[src/rtl/ssp_pkg.sv]
`timescale 1ns/100ps
package ssp_pkg;
  localparam int NUM_CH = 4;

  typedef enum logic [1:0] {
    SEL_ONE  = 2'b00,
    SEL_IPAIR = 2'b01,
    SEL_SIGNS = 2'b10,
    SEL_ALL  = 2'b11
  } chan_sel_e;

  // channel emitted in a given slot of a group
  function automatic logic [1:0] slot_chan(input chan_sel_e sel, input logic [1:0] slot);
    logic [1:0] ch;
    if (slot == 2'd0)          ch = 2'd0;
    else if (sel == SEL_ALL)   ch = slot;
    else if (sel == SEL_IPAIR) ch = 2'd1;
    else                       ch = 2'd2;
    return ch;
  endfunction

  function automatic logic [1:0] last_slot(input chan_sel_e sel);
    logic [1:0] ls;
    case (sel)
      SEL_ONE: ls = 2'd0;
      SEL_ALL: ls = 2'd3;
      default: ls = 2'd1;
    endcase
    return ls;
  endfunction
endpackage

[src/rtl/ssp_collector.sv]
`timescale 1ns/100ps
module ssp_collector
  import ssp_pkg::*;
#(
  parameter int SLICE_LEN = 16
) (
  input  logic                               clk,
  input  logic                               rst_n,
  input  logic                               clr,
  input  logic                               smp_valid,
  input  logic                               stream_en,
  input  logic [NUM_CH-1:0]                  bits_in,
  output logic                               accept,
  output logic                               load,
  output logic [NUM_CH-1:0][SLICE_LEN-1:0]   slice
);
  localparam int CW = $clog2(SLICE_LEN);
  localparam logic [CW-1:0] LAST = CW'(SLICE_LEN - 1);

  logic [CW-1:0]        idx;
  logic [SLICE_LEN-1:0] hold [NUM_CH];

  assign accept = smp_valid && stream_en && !clr;
  assign load   = accept && (idx == LAST);

  always_ff @(posedge clk or negedge rst_n) begin
    if (!rst_n)      idx <= '0;
    else if (clr)    idx <= '0;
    else if (accept) idx <= (idx == LAST) ? '0 : idx + 1'b1;
  end

  always_ff @(posedge clk) begin
    if (accept)
      for (int c = 0; c < NUM_CH; c++) hold[c][idx] <= bits_in[c];
  end

  // group image including the sample arriving this cycle
  always_comb begin
    for (int c = 0; c < NUM_CH; c++) begin
      slice[c]       = hold[c];
      slice[c][LAST] = bits_in[c];
    end
  end

  a_r10_idle_holds_count: assert property (@(posedge clk) disable iff (!rst_n)
    (!stream_en && !clr) |=> $stable(idx));
  a_r9_clear_rewinds: assert property (@(posedge clk) disable iff (!rst_n)
    clr |=> (idx == '0));
endmodule

[src/rtl/ssp_serializer.sv]
`timescale 1ns/100ps
module ssp_serializer
  import ssp_pkg::*;
#(
  parameter int SLICE_LEN = 16
) (
  input  logic                               clk,
  input  logic                               rst_n,
  input  logic                               clr,
  input  logic                               load,
  input  logic [NUM_CH-1:0][SLICE_LEN-1:0]   slice,
  input  logic [1:0]                         sel,
  output logic                               ser_data,
  output logic                               data_sync
);
  localparam int CW = $clog2(SLICE_LEN);
  localparam logic [CW-1:0] LAST = CW'(SLICE_LEN - 1);

  logic                 active;
  logic [1:0]           slot;
  logic [CW-1:0]        bitc;
  chan_sel_e            sel_q;
  logic [SLICE_LEN-1:0] sh [NUM_CH];
  logic [1:0]           cur_ch;

  always_ff @(posedge clk or negedge rst_n) begin
    if (!rst_n) begin
      active <= 1'b0;
      slot   <= '0;
      bitc   <= '0;
      sel_q  <= SEL_ONE;
    end else if (clr) begin
      active <= 1'b0;
      slot   <= '0;
      bitc   <= '0;
    end else if (load) begin
      active <= 1'b1;
      slot   <= '0;
      bitc   <= '0;
      sel_q  <= chan_sel_e'(sel);
    end else if (active) begin
      bitc <= bitc + 1'b1;
      if (bitc == LAST) begin
        if (slot == last_slot(sel_q)) active <= 1'b0;
        else                          slot   <= slot + 1'b1;
      end
    end
  end

  always_ff @(posedge clk) begin
    if (load)
      for (int c = 0; c < NUM_CH; c++) sh[c] <= slice[c];
  end

  assign cur_ch    = slot_chan(sel_q, slot);
  assign ser_data  = active && sh[cur_ch][bitc];
  assign data_sync = active && (bitc == '0);

  a_r3_group_starts_next: assert property (@(posedge clk) disable iff (!rst_n)
    (load && !clr) |=> data_sync);
  a_r6_sync_one_cycle: assert property (@(posedge clk) disable iff (!rst_n)
    data_sync |=> !data_sync);
  a_r5_tail_is_zero: assert property (@(posedge clk) disable iff (!rst_n)
    (active && bitc == LAST && slot == last_slot(sel_q) && !load && !clr)
      |=> (!ser_data && !data_sync));
  a_r9_clear_quiet: assert property (@(posedge clk) disable iff (!rst_n)
    clr |=> (!ser_data && !data_sync));
endmodule

[src/rtl/ssp_tsync.sv]
`timescale 1ns/100ps
module ssp_tsync #(
  parameter int TS_MIN = 128,
  parameter int TS_MAX = 16384,
  localparam int TW = $clog2(TS_MAX + 1)
) (
  input  logic          clk,
  input  logic          rst_n,
  input  logic          clr,
  input  logic          accept,
  input  logic [TW-1:0] period,
  output logic          pulse
);
  logic [TW-1:0] cnt;
  logic [TW-1:0] lim;

  always_comb begin
    if (period < TW'(TS_MIN))      lim = TW'(TS_MIN);
    else if (period > TW'(TS_MAX)) lim = TW'(TS_MAX);
    else                           lim = period;
  end

  always_ff @(posedge clk or negedge rst_n) begin
    if (!rst_n) begin
      cnt   <= '0;
      pulse <= 1'b0;
    end else if (clr) begin
      cnt   <= '0;
      pulse <= 1'b0;
    end else begin
      pulse <= 1'b0;
      if (accept) begin
        if (cnt >= lim - 1'b1) begin
          cnt   <= '0;
          pulse <= 1'b1;
        end else begin
          cnt <= cnt + 1'b1;
        end
      end
    end
  end

  a_r7_pulse_single: assert property (@(posedge clk) disable iff (!rst_n)
    pulse |=> !pulse);
  a_r7_pulse_after_strobe: assert property (@(posedge clk) disable iff (!rst_n)
    pulse |-> $past(accept));
  a_r9_clear_no_pulse: assert property (@(posedge clk) disable iff (!rst_n)
    clr |=> !pulse);
endmodule

[src/rtl/sample_stream_packer.sv]
`timescale 1ns/100ps
module sample_stream_packer
  import ssp_pkg::*;
#(
  parameter int SLICE_LEN = 16,
  parameter int TS_MIN    = 128,
  parameter int TS_MAX    = 16384,
  localparam int TW       = $clog2(TS_MAX + 1)
) (
  input  logic              clk,
  input  logic              rst_n,
  input  logic              smp_valid,
  input  logic [NUM_CH-1:0] smp_bits,
  input  logic [1:0]        chan_sel,
  input  logic              stream_en,
  input  logic              stream_clr,
  input  logic [TW-1:0]     ts_period,
  output logic              ser_data,
  output logic              data_sync,
  output logic              time_sync
);
  logic                             accept;
  logic                             load;
  logic [NUM_CH-1:0][SLICE_LEN-1:0] slice;

  ssp_collector #(.SLICE_LEN(SLICE_LEN)) u_col (
    .clk(clk), .rst_n(rst_n), .clr(stream_clr), .smp_valid(smp_valid),
    .stream_en(stream_en), .bits_in(smp_bits), .accept(accept),
    .load(load), .slice(slice)
  );

  ssp_serializer #(.SLICE_LEN(SLICE_LEN)) u_ser (
    .clk(clk), .rst_n(rst_n), .clr(stream_clr), .load(load), .slice(slice),
    .sel(chan_sel), .ser_data(ser_data), .data_sync(data_sync)
  );

  ssp_tsync #(.TS_MIN(TS_MIN), .TS_MAX(TS_MAX)) u_ts (
    .clk(clk), .rst_n(rst_n), .clr(stream_clr), .accept(accept),
    .period(ts_period), .pulse(time_sync)
  );

  a_r10_off_no_pulse: assert property (@(posedge clk) disable iff (!rst_n)
    (!stream_en) |=> !time_sync);
endmodule

[config.mk]
export PLATFORM = sky130hd
export DESIGN_NAME = sample_stream_packer
export DESIGN_NICKNAME = d
export VERILOG_FILES = /design/src/rtl/ssp_pkg.sv /design/src/rtl/ssp_collector.sv /design/src/rtl/ssp_serializer.sv /design/src/rtl/ssp_tsync.sv /design/src/rtl/sample_stream_packer.sv
export SDC_FILE = /design/constraint.sdc
export NUM_CORES = 1
export LEC_CHECK = 0
export CORE_MARGIN = 3
export CORE_UTILIZATION = 60
export CTS_CLUSTER_SIZE = 20
export DETAILED_ROUTE_END_ITERATION = 8
export PLACE_DENSITY = 0.76
export SETUP_SLACK_MARGIN = 0.1
export SLEW_MARGIN = 20
export SYNTH_ARGS = -nofsm -noshare
export SYNTH_HDL_FRONTEND = slang
export SYNTH_SLANG_ARGS = --single-unit
[constraint.sdc]
create_clock -name clk -period 6.35 [get_ports clk]
set_clock_uncertainty 0.05 [all_clocks]
set_input_delay 0.635 -clock clk [delete_from_list [all_inputs] [get_ports clk]]
set_output_delay 0.635 -clock clk [all_outputs]
set_load 0.005 [all_outputs]
Yosys cells after proc, flatten, opt, wreduce, memory -nomap -nowiden --
Memory sizes are Yosys's and may differ from the RTL's. Index checks and enable logic that the tools add are counted.
Operators by class: add/sub/neg operators 5, order comparisons 6, equal/unequal tests 6, muxes and demuxes 40, bitwise gates (word level) 1, reductions and logical operators 15
Operator list (number):
- 2-to-1 mux 15 bit | 5
- 2-to-1 mux 2 bit | 12
- 2-to-1 mux 4 bit | 6
- 2-to-1 mux 16 bit | 1
- adder 15 x 1 -> 15 bit (second input constant) | 1
- greater-or-equal comparator 15 bit | 1
- greater-than comparator 15 bit (second input constant) | 1
- < comparator 15 x 8 -> 1 bit (second input constant) | 1
- subtractor 15 x 1 -> 15 bit (second input constant) | 1
- 2-to-1 mux 1 bit | 13
- < comparator 4 x 5 -> 1 bit (second input constant) | 2
- adder 4 x 1 -> 4 bit (second input constant) | 2
- equality test 4 bit (second input constant) | 2
- logical AND 1 bit | 6
- nonzero test 3 bit | 2
- binary-select mux 1 bit (select 4 bit) | 1
- demux 1 bit (select 4 bit) | 1
- greater-or-equal comparator 4 x 1 -> 1 bit (second input constant) | 1
- logical NOT 2 bit | 2
- logical NOT 4 bit | 1
- case mux 2 bit (2 select lines) | 1
- != test 3 bit (second input constant) | 1
- AND reduction 3 bit | 1
- adder 2 x 1 -> 2 bit (second input constant) | 1
- 7 further kinds | 7
Storage, ports and cells: register bits 29, memory bits (writable) 128, input port bits 26, output and inout bits 3, word-level logic and storage cells 82, memories 2
Memories:
- u_col.hold | words 4, width 16, read ports 4, clocked after Yosys merged registers in 0, wr ports 4, RTL line ssp_collector.sv:21 | logic [SLICE_LEN-1:0] hold [NUM_CH];
- u_ser.sh | words 4, width 16, read ports 1, clocked after Yosys merged registers in 0, wr ports 4, RTL line ssp_serializer.sv:23 | logic [SLICE_LEN-1:0] sh [NUM_CH];

Depth between registers and ports, before layout --
depth in word-level cells 12, mapped depth 20, gate-level depth less buffers 19

Modules after synthesis --
Synthesis repeated with hierarchy kept, for this count alone.
Second synthesis, totals: cell total of the unflattened synthesis 527, area total of the unflattened synthesis 6946.7 sq um
By module, submodules not included:
- ssp_serializer | times used 1, cells an instance 224, area each 3190.6 sq um, seq. area each 2147.1 sq um
- ssp_collector | times used 1, cells an instance 112, area each 2210.9 sq um, seq. area each 1901.8 sq um
- ssp_tsync | times used 1, cells an instance 191, area each 1545.2 sq um, seq. area each 400.4 sq um

Worst setup path before layout --
Ideal clock, no wire load.
kind in2reg, start point in ts_period[3], end point reg u_ts.cnt[10], library setup time 0.104 ns, arrival 4.730 ns, required time 6.196 ns, path slack 1.466 ns, stages 20, path buffers 1, cell sequence or4_4 -> or4_4 -> nor2_4 -> nand2_2 -> a22oi_4 -> nand2_1 -> ha_1 -> o21ai_1 -> nor3_1 -> a21oi_1 -> o21ai_1 -> ha_1 -> a21o_1 -> a21o_1 -> a21oi_1 -> o21ai_0 -> o2bb2ai_1 -> nand2_1 -> clkbuf_1 -> o311ai_1
Between the ends: longest elaborated chain between the ends 8, elaborated cells on any way between the ends 9, classes of those cells add/sub (1); order compare (3); mux (5)
Ends and longest elaborated chain:
- start: declaration | RTL line sample_stream_packer.sv:17 | input logic [TW-1:0] ts_period,
- greater-than comparator 15 bit | RTL line ssp_tsync.sv:19 | else if (period > TW'(TS_MAX)) lim = TW'(TS_MAX);
- 2-to-1 mux 15 bit | RTL line ssp_tsync.sv:19
- 2-to-1 mux 15 bit (*) | RTL line ssp_tsync.sv:18 | if (period < TW'(TS_MIN)) lim = TW'(TS_MIN);
- subtractor 15 x 1 -> 15 bit (*) | RTL line ssp_tsync.sv:33 | if (cnt >= lim - 1'b1) begin
- greater-or-equal comparator 15 bit (*) | RTL line ssp_tsync.sv:33
- 2-to-1 mux 15 bit (*) | RTL line ssp_tsync.sv:33
- 2-to-1 mux 15 bit (*) | RTL line ssp_tsync.sv:32 | if (accept) begin
- 2-to-1 mux 15 bit (*) | RTL line ssp_tsync.sv:27 | end else if (clr) begin
- end signal: assignment | RTL line ssp_tsync.sv:37 | cnt <= cnt + 1'b1;
- end: declaration | RTL line ssp_tsync.sv:14 | logic [TW-1:0] cnt;
Mark *: on every way between the ends. The rest lies on a longest branch, timed or not. The select of a mux whose other input is x is not followed. A chain may end at the register's enable or synchronous reset.

Worst setup path after layout --
start point in ts_period[3], end point reg u_ts.cnt[6]
Same word-level chain as after synthesis.

==> metrics <==
CTS tree=built; clock insertion delay at the later pin of the skew report=0.42 ns; fill cell count=741; crit path kind=in -> reg; number of global-route vias before repair=4593; YS warnings=0; area of the die=13050 um^2; Avg Cell Area, Syn=12.40 um^2; Cells after Synth=567; share of layout cells above drive strength 1=0.08072; Rows=38; status=finished, final reports clean; predominant post-synthesis flop cell=edfxtp_1; Yosys cell types=62; worst vdd ir=0.2902 mV; Register Area=4449 um^2; commonest cells after routing, fill and taps aside=edfxtp_1 (124), nand2_1 (51), nor2_1 (43), dfrtp_1 (29), clkdlybuf4s50_1 (28); design area=8035 um^2; Clock Pin Slew Worst Setup and Hold Paths=0.06 ns; CP max FO=17; vias per std cell=6.364; minimum clock period=5.465 ns; RSZ-0062 raised after global routing=no; Placer Congestion=0.8586; syn_nets=617; footprint of the multi-input gates=2432 um^2; pwr/cell area=270.3 nW/um^2; Final Hold Vio Count=0; final setup vio count=0; ys async rst share=0.1895; area grow syn2layout=14.27%; most common cell after layout, fill and taps aside=edfxtp_1; worst slew pin tran=0.9327 ns; num ports=29; met3 Usage GRT=0.04598; via count=4754; Crit. End Element=flip-flop; Place WS=0.5121 ns; Routed Antenna Nets=0; clk sinks=153; cts hold-fix bufs=0; gr ovfl total=0; max_cap viols=0; total core area=11130 um^2; htree depth=4; setup_tns=0 ns; setup ws final=0.8852 ns; number of standard cells in the final layout excluding fillers=747; first-pass iteration count of the detailed router=5; Slew headroom=0.3734; Critical Path RT=6.61 ns; post-cts sizing count=0; total CTS buffers=17; first-pass GRT wire length=23570 um; sequential share of the synthesized area=0.6327; CTS root buf=clkbuf_16; initial drt markers=520; Leakage=2.954 nW; met2 GRT Util=0.3907; wire per inst=19.89 um; IO buf count=28; Die Ht=114.3 um; Residual DRC=0; Post-DP Area=7435 um^2; Final Util=0.7222; Final HPWL DP=9583 um; maximum number of pins on one net before global-route repair=41; initial antenna violation count=0; Peak Freq=183.0 MHz; Die X=114.3 um; gr busiest metal=met2; # diodes=0; Post-CTS Setup Bufs=0; WP data arrival=5.72 ns; CTS Buffer Depth=2; Post-synth EDFFs=124; gr usage total=0.2396; HP Class=reg -> reg; Initial Util=0.6320; Period Utilization, post-route=0.8606; final net count=644; grt met1 use=0.3195; #FFs+latches synth=153; Mapped Area=7032 um^2; Routed WL=14860 um; Final Max Tran Viols=0; Startpoint Class=input port; Placed Instances=715
[power by group]
group          switching (mW)  leakage [nW]  total (mW)  internal, mW
combinational          0.0455          1.14      0.0769        0.0314
clock                   0.392         0.294        1.01         0.618
sequential            0.00270          1.52        1.08          1.08
[routing by layer]
metal | wire length, um | up-vias
li1 | - | 2223
met4 | 365 | 0
met3 | 843 | 38
met1 | 6438 | 2295
met2 | 7212 | 198
met5 | 0 | -
[flip-flops by register name, summed over array words and instances (netlist names)]
register,count
u_ser.sh,64
u_col.hold,60
u_ts.cnt,15
u_col.idx,4
u_ser.bitc,4
u_ser.sel_q,2
u_ser.slot,2
u_ser.active,1
u_ts.pulse,1
[path summary, 6_finish.rpt]
| kind | startpoint | cells after the start | slack [ns] | endpoint |
|---|---|---|---|---|
| min in group asynchronous | rst_n | 2 | 0.57 | u_ser.slot[1] |
| max in group asynchronous | rst_n | 2 | 5.37 | u_ts.cnt[4] |
| worst max-delay path | ts_period[3] | 21 | 0.89 | u_ts.cnt[6] |
| worst min-delay path | u_col.hold[2][12] | 0 | 0.36 | u_ser.sh[2][12] |
| worst min register to register | u_col.hold[2][12] | 0 | 0.36 | u_ser.sh[2][12] |
| worst max register to register | u_ts.cnt[8] | 9 | 3.69 | u_ts.cnt[6] |
[logic make-up (layout without fill, tap and decap cells)]
kind of cell             after synthesis  after routing  share of synthesized area
buffers and inverters                 40             80                    0.02189
flip-flops                           153            153                     0.6327
AO/OA/AOI/OAI                        117            117                     0.1185
multiplexers                          11             11                    0.01619
AND/OR/NAND/NOR                      210            210                     0.1530
XOR/XNOR                              12             12                    0.01495
adder cells (fa/ha/maj)               24             24                    0.04270
[Yosys cell counts, drive strengths merged (10+ instances only)]
| cell | instances | share of area |
|---|---|---|
| clkbuf | 22 | 0.012 |
| nand2b | 10 | 0.0089 |
| edfxtp | 124 | 0.53 |
| o311ai | 10 | 0.012 |
| inv | 14 | 0.0075 |
| a21oi | 21 | 0.015 |
| nor2 | 44 | 0.025 |
| and2 | 16 | 0.014 |
| dfrtp | 29 | 0.10 |
| ha | 24 | 0.043 |
| nand2 | 52 | 0.028 |
| o21ai | 18 | 0.013 |
| nand3 | 24 | 0.017 |
| nor3 | 11 | 0.0078 |
| nand4 | 15 | 0.013 |
| and3 | 11 | 0.0098 |
[metrics by stage]
| stage | hold WS, ns | power [mW] |
|---|---|---|
| global route | 0.3758 | 2.232 |
| global placement | 0.3508 | 1.179 |
| floorplan | 0.2894 | 1.138 |
| CTS | 0.3648 | 2.182 |
| detailed placement | 0.3545 | 1.181 |
| finish | 0.3630 | 2.172 |
[worst max-delay path: stages]
cell and delay [ns]:
clkdlybuf4s50_1 0.49, or4_4 0.58, or4_4 0.47, nor2_4 0.16, nand2_2 0.09, a22oi_4 0.31
nand2_1 0.12, ha_1 0.28, o21ai_1 0.27, nor3_1 0.09, a21oi_1 0.16, o21ai_1 0.08
ha_1 0.31, a21o_1 0.17, a21o_1 0.17, a21oi_1 0.18, o21ai_0 0.11, o2bb2ai_1 0.13
buf_4 0.23, nand2_1 0.32, o311ai_1 0.37
[cell type report]
| cell class | count | area share |
|---|---|---|
| multi-input combinational | 374 | 0.3027 |
| clock inverter | 15 | 0.02180 |
| sequential | 153 | 0.5537 |
| timing repair buffer | 34 | 0.04049 |
| clock buffer | 17 | 0.05294 |
| inverter | 14 | 0.006540 |
| tap | 140 | 0.02180 |
(Power assumes the default switching activity.)
